$ cat config.mk
export PLATFORM = sky130hd
export DESIGN_NAME = card_clk_gen
export DESIGN_NICKNAME = d
export VERILOG_FILES = /design/src/rtl/ccg_pkg.sv /design/src/rtl/ccg_rate_ctrl.sv /design/src/rtl/ccg_divider.sv /design/src/rtl/ccg_io_gate.sv /design/src/rtl/card_clk_gen.sv
export SDC_FILE = /design/constraint.sdc
export NUM_CORES = 1
export LEC_CHECK = 0
export BUFFER_PORTS_ARGS = -buffer_cell sky130_fd_sc_hd__buf_2
export CORE_AREA = 2 2 39 41
export CTS_CLUSTER_SIZE = 10
export DETAILED_ROUTE_END_ITERATION = 10
export DIE_AREA = 0 0 41 43
export SLEW_MARGIN = 40
export SYNTH_ARGS = -nofsm -noshare
export SYNTH_HDL_FRONTEND = slang
export SYNTH_SLANG_ARGS = --single-unit
$ cat constraint.sdc
create_clock -name ref_clk -period 3.4 [get_ports ref_clk]
set_input_delay 0.34 -clock ref_clk [delete_from_list [all_inputs] [get_ports ref_clk]]
set_output_delay 0.34 -clock ref_clk [all_outputs]
set_load 0.01 [all_outputs]
$ cat src/rtl/ccg_pkg.sv
package ccg_pkg;

  // Divider control state: running or parked at a level.
  typedef enum logic {
    CCG_RUN  = 1'b0,
    CCG_PARK = 1'b1
  } ccg_state_e;

  // Counter width able to hold the largest half-period minus one.
  function automatic int unsigned ccg_cnt_w(input int unsigned max_shift);
    return (max_shift < 1) ? 1 : max_shift;
  endfunction

endpackage

$ cat src/rtl/ccg_rate_ctrl.sv
module ccg_rate_ctrl #(
  parameter int unsigned SEL_W = 2,
  parameter int unsigned CNT_W = 3
) (
  input  logic [SEL_W-1:0] rate_sel,
  output logic [CNT_W-1:0] reload_val
);
  localparam int unsigned NCODE     = 2 ** SEL_W;
  localparam int unsigned MAX_SHIFT = NCODE - 1;

  // Half period per code: the highest code has length 1, and each step down doubles it.
  logic [CNT_W-1:0] half_m1 [NCODE];

  for (genvar gi = 0; gi < NCODE; gi++) begin : g_code
    assign half_m1[gi] = CNT_W'((1 << (MAX_SHIFT - gi)) - 1);
  end

  assign reload_val = half_m1[rate_sel];

endmodule

$ cat src/rtl/ccg_divider.sv
module ccg_divider
  import ccg_pkg::*;
#(
  parameter int unsigned CNT_W = 3
) (
  input  logic             clk,
  input  logic             rst_n,
  input  logic [CNT_W-1:0] reload_val,
  input  logic             clk_stop,
  input  logic             stop_level,
  output logic             card_clk
);
  ccg_state_e       state_q;
  logic [CNT_W-1:0] cnt_q;
  logic             clk_q;

  logic hold_req, at_bnd, wake, do_toggle, load;

  // The stop request is met when the output already sits at the requested level.
  assign hold_req  = clk_stop && (clk_q == stop_level);
  assign at_bnd    = (state_q == CCG_RUN) && (cnt_q == '0);
  assign wake      = (state_q == CCG_PARK) && !hold_req;
  assign do_toggle = at_bnd && !hold_req;
  assign load      = do_toggle || wake;

  always_ff @(posedge clk or negedge rst_n) begin
    if (!rst_n) begin
      state_q <= CCG_PARK;
      cnt_q   <= '0;
      clk_q   <= 1'b0;
    end else if (wake) begin
      // Restart: a full half period passes before the first edge.
      state_q <= CCG_RUN;
      cnt_q   <= reload_val;
    end else if (do_toggle) begin
      clk_q <= ~clk_q;
      cnt_q <= reload_val;
    end else if (at_bnd) begin
      state_q <= CCG_PARK;
    end else if (state_q == CCG_RUN) begin
      cnt_q <= cnt_q - 1'b1;
    end
  end

  assign card_clk = clk_q;

  // ---------------- checks ----------------
  // Phase-length monitor: the cycles since the last reload, and the reload length itself.
  logic [CNT_W:0]   run_q;
  logic [CNT_W-1:0] span_q;
  logic             prev_q;

  always_ff @(posedge clk or negedge rst_n) begin
    if (!rst_n) begin
      run_q  <= '0;
      span_q <= '0;
      prev_q <= 1'b0;
    end else begin
      prev_q <= clk_q;
      if (load) begin
        run_q  <= '0;
        span_q <= reload_val;
      end else if (run_q != '1) begin
        run_q <= run_q + 1'b1;
      end
    end
  end

  // each edge ends a phase exactly as long as the length loaded when the phase began.
  a_r1_half_len: assert property (@(posedge clk) disable iff (!rst_n)
    (clk_q != prev_q) |-> ($past(run_q) == {1'b0, $past(span_q)}));

  // while parked at the requested level with the stop request held, the output does not move.
  a_r3_hold: assert property (@(posedge clk) disable iff (!rst_n)
    ((state_q == CCG_PARK) && clk_stop && (stop_level == clk_q)) |=> $stable(clk_q));

  // parking happens only at the level that was requested.
  a_r4_park_level: assert property (@(posedge clk) disable iff (!rst_n)
    $rose(state_q == CCG_PARK) |-> (clk_q == $past(stop_level)));

endmodule

$ cat src/rtl/ccg_io_gate.sv
module ccg_io_gate (
  input  logic clk,
  input  logic rst_n,
  input  logic io_en,
  input  logic card_io_in,
  output logic host_io_o,
  output logic host_io_oe
);
  logic en_q;

  always_ff @(posedge clk or negedge rst_n) begin
    if (!rst_n) en_q <= 1'b0;
    else        en_q <= io_en;
  end

  assign host_io_oe = en_q;
  assign host_io_o  = en_q & card_io_in;

  // the enable follows the control bit by one edge.
  a_r7_oe_follows: assert property (@(posedge clk) disable iff (!rst_n)
    $past(rst_n) |-> (host_io_oe == $past(io_en)));

  // the data line is quiet while the host side is released.
  a_r7_hiz_zero: assert property (@(posedge clk) disable iff (!rst_n)
    !host_io_oe |-> (host_io_o == 1'b0));

endmodule

$ cat src/rtl/card_clk_gen.sv
module card_clk_gen
  import ccg_pkg::*;
#(
  parameter int unsigned SEL_W = 2
) (
  input  logic             ref_clk,
  input  logic             rst_n,
  input  logic [SEL_W-1:0] rate_sel,
  input  logic             clk_stop,
  input  logic             stop_level,
  input  logic             io_en,
  input  logic             card_io_in,
  output logic             card_clk,
  output logic             host_io_o,
  output logic             host_io_oe
);
  localparam int unsigned MAX_SHIFT = (2 ** SEL_W) - 1;
  localparam int unsigned CNT_W     = ccg_cnt_w(MAX_SHIFT);

  logic [CNT_W-1:0] reload_val;

  ccg_rate_ctrl #(
    .SEL_W (SEL_W),
    .CNT_W (CNT_W)
  ) u_rate (
    .rate_sel   (rate_sel),
    .reload_val (reload_val)
  );

  ccg_divider #(
    .CNT_W (CNT_W)
  ) u_div (
    .clk        (ref_clk),
    .rst_n      (rst_n),
    .reload_val (reload_val),
    .clk_stop   (clk_stop),
    .stop_level (stop_level),
    .card_clk   (card_clk)
  );

  ccg_io_gate u_io (
    .clk        (ref_clk),
    .rst_n      (rst_n),
    .io_en      (io_en),
    .card_io_in (card_io_in),
    .host_io_o  (host_io_o),
    .host_io_oe (host_io_oe)
  );

endmodule

### Yosys cells after proc, flatten, opt, wreduce, memory -nomap -nowiden

Index checks and enable logic that the tools add are counted.

| storage, ports and cells | value |
|---|---|
| register bits after elaboration | 6 |
| input port bits | 8 |
| output and inout bits | 3 |
| word-level logic and storage cells | 35 |

| cells by class | value |
|---|---|
| $add $sub $neg | 1 |
| order comparisons | 1 |
| equality and inequality tests | 4 |
| mux-type cells | 10 |
| bitwise logic cells | 5 |
| reduce and logical (&&, ||, !) cells | 10 |

Operator list:

| kind | number |
|---|---|
| $mux 3 | 6 |
| $bmux 3 s2 | 1 |
| $ne 3x3->1 const B | 2 |
| $reduce_and 2->1 | 3 |
| $logic_and 1x1->1 | 4 |
| $ge 3x3->1 const B | 1 |
| $logic_not 3->1 | 1 |
| $mux 1 | 3 |
| $not 1->1 | 3 |
| $not 2->3 | 1 |
| $sub 3x1->3 const B | 1 |
| $ne 2x1->1 const B | 1 |
| $reduce_bool 2->1 | 1 |
| $and 1x1->1 | 1 |
| $eq 1x1->1 | 1 |
| $logic_not 1->1 | 1 |

### Depth between registers and ports, before layout

Gate-level depths: netlist of run 1.

| logic depth | value |
|---|---|
| word-level depth | 6 |
| gate-level depth with buffers | 5 |
| depth with buffers taken out | 5 |

### Cells and area by module

From an unflattened synthesis of run 1, not the netlist that was laid out.

| second synthesis, totals | value |
|---|---|
| cells, all modules | 39 |
| area total of the unflattened synthesis | 360.3 sq um |

By module, submodules not included:

| module | times used | cells each | area each (sq um) | sequential area each (sq um) |
|---|---|---|---|---|
| ccg_divider | 1 | 34 | 317.8 | 126.4 |
| ccg_io_gate | 1 | 2 | 31.3 | 25.0 |
| ccg_rate_ctrl | 1 | 3 | 11.3 | 0.0 |

### Least setup slack after synthesis of run 1

OpenSTA, ideal clock, no wires.

| path | value |
|---|---|
| path type | register -> register |
| from | register u_div.cnt_q[0] |
| to | register u_div.cnt_q[1] |
| library setup time | 120 ps |
| arrival | 1113 ps |
| data required time | 3280 ps |
| slack | 2167 ps |
| cell stages (with the launch flop) | 6 |
| buffers on the path | 0 |
| clock period less this slack | 1233 ps |
| path through | dfrtp_1 > inv_1 > ha_1 > nor2b_4 > or2_1 > a31o_1 |

| on the way | value |
|---|---|
| cells in the longest elaborated chain, start to end | 5 |
| elaborated cells on any way between the ends | 11 |
| classes of those cells | add/sub: 1; eq/ne: 2; mux: 4; reduce/logical: 4 |

Ends and longest elaborated chain:

| element | RTL line | text |
|---|---|---|
| from (decl) | ccg_divider.sv:14 | `logic [CNT_W-1:0] cnt_q;` |
| from (signal assigned) | ccg_divider.sv:34 | `cnt_q <= reload_val;` |
| from (signal assigned) | ccg_divider.sv:37 | `cnt_q <= reload_val;` |
| from (signal assigned) | ccg_divider.sv:41 | `cnt_q <= cnt_q - 1'b1;` |
| $sub 3x1->3 / $logic_not 3->1 (equally long branches) | ccg_divider.sv:41, ccg_divider.sv:21 |  |
| $mux 3 / $logic_and 1x1->1 (equally long branches) | ccg_divider.sv:40, ccg_divider.sv:21 |  |
| $mux 3 / $logic_and 1x1->1 (equally long branches) | ccg_divider.sv:38, ccg_divider.sv:23 |  |
| $mux 3 / $ne 3x3->1 (equally long branches) | - |  |
| $mux 3 / $reduce_and 2->1 (equally long branches) | - |  |

Parallel ways exist; a longest one is shown, timed or not. The select of a mux whose other input is x is not followed.
A chain may end at the register's enable or synchronous reset.

### Worst setup path in the final report of run 1

Same ends and word-level chain as after synthesis.

==> results.md, run 1 <==
* Status: complete, no violations
* Syn. warnings at 0
* CP peak stage delay at 360 ps
* Clock root cell: clkbuf_4
* Reg clk slew, reported paths at around 60 ps
* CP Class: reg2reg
* CP top delay family: simple AND/OR/NAND/NOR gates
* Gr ovfl total at 0
* DRC Markers at 0
* Final net count at 61
* Worst-margin pin slew at just over 300 ps
* Io pins at 11
* Worst reg-to-reg path cell count at 5
* Hold WS at between 200 and 250 ps
* Fill count at about 140
* Port Buffer Count at 10
* Initial antenna violation count at 0
* Via count at 308
* Ant. Diodes at 0
* Crit end category: register
* Top cells by area in the synthesized netlist: dfrtp_1 (34%), dfstp_2 (7.2%), ha_1 (6.9%)
* Leading register cell type out of synthesis: dfrtp_1
* Tmin final at about 1300 ps
* Cell Area, Placed at approximately 430 sq um
* CP Max Fanout at 6
* CTS tree: built
* CORE AREA at between 0.001 and 0.0015 sq mm
* Tcrit/Tclk final at ~38%
* Syn Nets at 46
* Critical Path Start: u_div.cnt_q[0]
* H-tree depth at 1
* R2r setup slk at 2090 ps
* Crit-path slowest cell: dfrtp_1
* Post-CTS sizing at 0
* CTS sink cnt at 6
* Synth cell count leaders: dfrtp_1 (5), inv_1 (5)
* Largest net degree at the start of global routing at 9
* Final setup vio count at 0
* CP cell instances: inv_1 -> ha_1 -> nor2b_4 -> or2_1 -> a31o_1
* Ys async rst share at 100%
* Gate Count Post-Synth at 36
* Max cap viols at 0
* CP arrival at 1450 ps
* Fin area at ~470 sq um
* Mapped Avg Cell Area at roughly 10 sq um
* Max IR drop VDD at about 0.00036 V
* Routed WL per cell at approximately 11 microns
* Synth Cell Area at between 300 and 400 sq um
* Std-Cell Rows at 14
* Clk buf depth at 2
* Clk_lat worst skew at between 200 and 300 ps
* Seq/Total Area, Yosys at 41.6%
* First-pass GRT wire length at approximately 1.3 mm
* Gr usage total at 11.4%
* Gpl congestion at 0.776
* Power Density at 814 mW/mm^2
* Hpwl dp at around 510 microns
* DRT Wirelength at around 700 microns
* Synth unique cells at 23
* Hold Violations, Final at 0
* Die area at 0.00176 sq mm
* Grt met3 use at 4.71%
* Layout cells sized above 1 at between 30% and 40%
* Number of global-route vias before repair at ~300
* Area grow syn2layout at 28.2%
* RSZ-0062 raised after global routing: no
* DP Worst Slack at between 2000 and 2500 ps
* Leakage power at ~0.21 nW
* Cell taking the most area after synthesis: dfrtp_1
* Vias/cell at roughly 4.7
* Element type at the critical path start: register
* Slew HR at about four fifths
* Setup TNS Final at 0 ps
* Critical path buffers and inverters at 1
* Yosys top cell area share at 34.4%
* Slew Viols, Final at 0
* Post-synth EDFFs at 0
* Origin of the critical flop-to-flop path: u_div.cnt_q[0]
* F_max at 0.765 GHz
* Worst Hold Class: in2reg
* GRT busiest layer: met2
* Worst EP required at ~3500 ps
* Met2 global-route usage at 16.3%
* Yosys reg bits at 6
* Critical Path Stages at 5
* CP endpoint: u_div.cnt_q[1]
* GR Util met1 at between 10 and 15%
* Pre-antenna DRT Iters at 4
* Clock Skew at about 18 ps
* Num CTS Buffers at 3
* DRT antenna net count at 0
* Reg-to-reg endpoint: u_div.cnt_q[1]
* Starting Density at approximately a quarter
* Die Y at 43 microns
* Initial DRC count at 8
* Die width at 41 microns
* Post-route setup slack at roughly 2100 ps
-- sequential cells by signal, indices dropped and copies added (netlist names) --
name	flops
u_div.cnt_q	3
u_div.state_q	1
u_div.card_clk	1
u_io.host_io_oe	1
-- area by class of cell --
type                    count  area, sq um  area share (%)
multi-input cells          24          190            40.8
inverters                   5         18.8            4.02
clock buffers               4         26.3            5.63
repair buffers             11         60.1            12.9
well taps                  16         20.0            4.29
flip-flops and latches      6          151            32.4
-- what timing repair did --
item                                   in CTS  in global routing
buffers inserted                            0                  0
endpoints found under the hold margin       5                  0
hold buffers                                1                  0
-- worst min-delay path by stage --
| stage | start | end | cells past startpoint |
|---|---|---|---|
| 2_1_floorplan | rst_n | u_div.card_clk | 0 |
| 3_3_place_gp | rst_n | u_io.host_io_oe | 1 |
| 3_5_place_dp | rst_n | u_io.host_io_oe | 1 |
| 4_1_cts | io_en | u_io.host_io_oe | 1 |
| 5_1_grt | io_en | u_io.host_io_oe | 1 |
| 6_report | io_en | u_io.host_io_oe | 1 |
-- layout by cell type, fill, tap and decap left out --
cell | netlist | final
buf_2 | 0 | 10
inv_1 | 5 | 5
dfrtp_1 | 5 | 5
clkbuf_4 | 0 | 3
xnor2_1 | 2 | 2
nand3_1 | 2 | 2
o221ai_1 | 2 | 2
o211ai_1 | 2 | 2
ha_1 | 2 | 2
and2_1 | 1 | 1
nor2b_4 | 1 | 1
or2_1 | 1 | 1
and3_1 | 1 | 1
xor2_2 | 1 | 1
o21ai_1 | 1 | 1
nor3_1 | 1 | 1
a31o_1 | 1 | 1
nand2_1 | 1 | 1
o2111ai_1 | 1 | 1
nand4_1 | 1 | 1
nor2_1 | 1 | 1
nor4b_1 | 1 | 1
a31oi_1 | 1 | 1
clkbuf_1 | 1 | 1
dlygate4sd3_1 | 0 | 1
dfstp_2 | 1 | 1
-- worst register-to-register path, cell delays in order, from the launching register on --
cell,delay (ps)
dfrtp_1,360
inv_1,80
ha_1,210
nor2b_4,140
or2_1,240
a31o_1,190
-- layer usage --
layer,part of all wire [%],vias up
met1,41,140
met2,54,11
met5,0,-
li1,-,157
met3,5.2,0
met4,0,0
-- logic make-up (layout without fill, tap and decap cells) --
group,after synthesis,count (layout),share of synthesized area [%]
AO/OA/AOI/OAI,8,8,16.8
XOR/XNOR,3,3,9.28
adder cells (fa/ha/maj),2,2,6.87
buffers and inverters,6,20,6.19
flip-flops,6,6,41.6
AND/OR/NAND/NOR,11,11,19.2
-- stage by stage --
step / utilization (%) / std cells / power [mW]
final: 33.7 / 66 / 0.380
after global routing: 33.7 / 66 / 0.413
after CTS: 33.7 / 66 / 0.384
after detailed placement: 31.1 / 61 / 0.304
after global placement: 31.1 / 61 / 0.306
after floorplan: - / 36 / 0.265
-- power by group --
part | total, mW | switching, mW | internal, mW
Clock | 0.0729 | 0.0283 | 0.0446
Combinational | 0.173 | 0.0870 | 0.0857
Sequential | 0.134 | 0.0305 | 0.104
Note: power is estimated with default switching activity, not from simulation.
==> inputs of run 2 (changes only) <==
==> constraint.sdc (replaced) <==
create_clock -name ref_clk -period 1.2 [get_ports ref_clk]
set_input_delay 0.12 -clock ref_clk [delete_from_list [all_inputs] [get_ports ref_clk]]
set_output_delay 0.12 -clock ref_clk [all_outputs]
set_load 0.01 [all_outputs]
==> results.md, run 2 (same netlist as run 1, synthesis figures left out) <==
* CP Class: reg2reg
* DRC Markers at 0
* F_max at 0.818 GHz
* CP peak stage delay at ~360 ps
* Tmin final at between 1000 and 1500 ps
* Power Density at about 2400 mW/mm^2
* Gr ovfl total at 0
* Cells after DPL at between 60 and 70
* DP Worst Slack at -57.9 ps
* Layout cells sized above 1 at a little under 50%
* H-tree depth at 1
* Initial antenna violation count at 0
* Hpwl dp at approximately 570 microns
* Clk_lat worst skew at around 250 ps
* Num CTS Buffers at 3
* Element type at the critical path start: register
* Io pins at 11
* Ant. Diodes at 0
* Fin area at 547 sq um
* Worst reg-to-reg path cell count at 5
* Setup TNS Final at -23.8 ps
* Min-Delay Path Depth at 2
* Clock root cell: clkbuf_4
* Leakage power at 0.247 nW
* CTS tree: built
* Die Y at roughly 43 microns
* Area grow syn2layout at 50.2%
* Gr usage total at approximately 11%
* Most common cell after layout, fill and taps aside: buf_2
* Reg-to-reg endpoint: u_div.cnt_q[1]
* Crit-path slowest cell: dfrtp_1
* Worst-margin pin slew at ~230 ps
* Hold Crit Start: clk_stop
* Origin of the critical flop-to-flop path: u_div.cnt_q[0]
* Tcrit/Tclk final at 102%
* Die width at 41 microns
* Critical path buffers and inverters at 1
* Slew HR at 84.1%
* Vias/cell at between 4 and 5
* First-pass GRT wire length at 1.27 mm
* Clk buf depth at 2
* CTS sink cnt at 6
* Die area at around 0.0018 sq mm
* Pre-antenna DRT Iters at 4
* Via count at about 340
* Port Buffer Count at 10
* Reg clk slew, reported paths at 50 ps
* Starting Density at approximately a quarter
* Worst EP required at between 1000 and 1500 ps
* Final cell count without fillers at between 70 and 80
* Max cap viols at 0
* Worst Hold Class: in2reg
* Routed WL per cell at ~10 microns
* Initial DRC count at 7
* CORE AREA at around 0.0014 sq mm
* Failing checks: setup timing
* Hold Violations, Final at 0
* RSZ-0062 raised after global routing: yes
* CP Max Fanout at 6
* Number of global-route vias before repair at 323
* Status: finished, violations left
* Cell Area, Placed at roughly 460 sq um
* Final net count at between 60 and 70
* Most frequent cells in the layout: buf_2 (10), buf_4 (7), dfrtp_1 (5), inv_1 (3), clkbuf_4 (3)
* Slew Viols, Final at 0
* Post-route setup slack at -22.2 ps
* Largest net degree at the start of global routing at 9
* Final setup vio count at 2
* Max IR drop VDD at approximately 0.0011 V
* Std-Cell Rows at 14
* Reg with most FFs: u_div.cnt_q
* Gpl congestion at 0.737
* CP top delay family: simple AND/OR/NAND/NOR gates
* Max FFs per register at 3
* DRT Wirelength at roughly 740 microns
* R2r setup slk at -20 ps
* CP cell instances: inv_2 -> ha_4 -> nor2b_4 -> or2_4 -> a31o_1
* DRT antenna net count at 0
* CP arrival at approximately 1400 ps
* Clock Skew at between 10 and 15 ps
* Worst hold endpoint: u_div.state_q
* Crit end category: register
[run 2: changes by cell type in the layout (fill, tap and decap cells not counted), sizes merged]
cell         before  now
buf              10   17
dlygate4sd3       1    2
[run 2: how the worst max path moves through the flow]
stage                               from        endpoint  slack, ps  cells past startpoint
final                     u_div.cnt_q[0]  u_div.cnt_q[1]        -20                      5
after global routing      u_div.cnt_q[0]  u_div.cnt_q[1]        -60                      5
after CTS                 u_div.cnt_q[0]  u_div.cnt_q[1]        -30                      5
after detailed placement  u_div.cnt_q[0]  u_div.cnt_q[1]        -60                      5
after global placement    u_div.cnt_q[1]  u_div.cnt_q[1]        -40                      5
after floorplan           u_div.cnt_q[0]  u_div.cnt_q[1]        -20                      5
[run 2: where the power goes]
part	switching (mW)	total [mW]	internal, mW
logic	0.301	0.722	0.421
registers	0.0909	0.385	0.294
clock network	0.0771	0.203	0.126
total	0.469	1.31	0.841
[run 2: routing by layer]
metal / part of all wire (%) / wire length, microns / track usage [%] / vias to the layer above
met4: 0 / 0 / 6.00 / 0
met5: 0 / 0 / 0 / -
met3: 3.5 / 26 / 6.28 / 0
met1: 46 / 345 / 13.8 / 156
met2: 50 / 369 / 15.0 / 6
li1: - / - / - / 175
[run 2: stage by stage]
| step | hold WS, ps | power, mW | utilization [%] |
|---|---|---|---|
| final | 167 | 1.31 | 39.5 |
| after global routing | 153 | 1.44 | 39.5 |
| after CTS | 155 | 1.26 | 38.1 |
| after detailed placement | -50.9 | 0.977 | 33.5 |
| after global placement | -53.8 | 0.983 | 33.5 |
| after floorplan | -176 | 0.757 | - |
[run 2: cell type report]
cell class | count | area (sq um)
Inverter | 5 | 18.8
Multi-Input combinational cell | 24 | 208
Fill cell | 143 | 837
Sequential cell | 6 | 151
Clock buffer | 4 | 26.3
Timing Repair Buffer | 19 | 123
Tap cell | 16 | 20.0
[run 2: timing repair]
action | in CTS | in global routing
endpoints found under the setup margin | 5 | 5
hold buffers | 2 | 0
setup buffers | 1 | 2
gates resized for setup | 3 | 2
endpoints found under the hold margin | 7 | 0
pin swaps | 4 | 3
gates cloned | 0 | 0
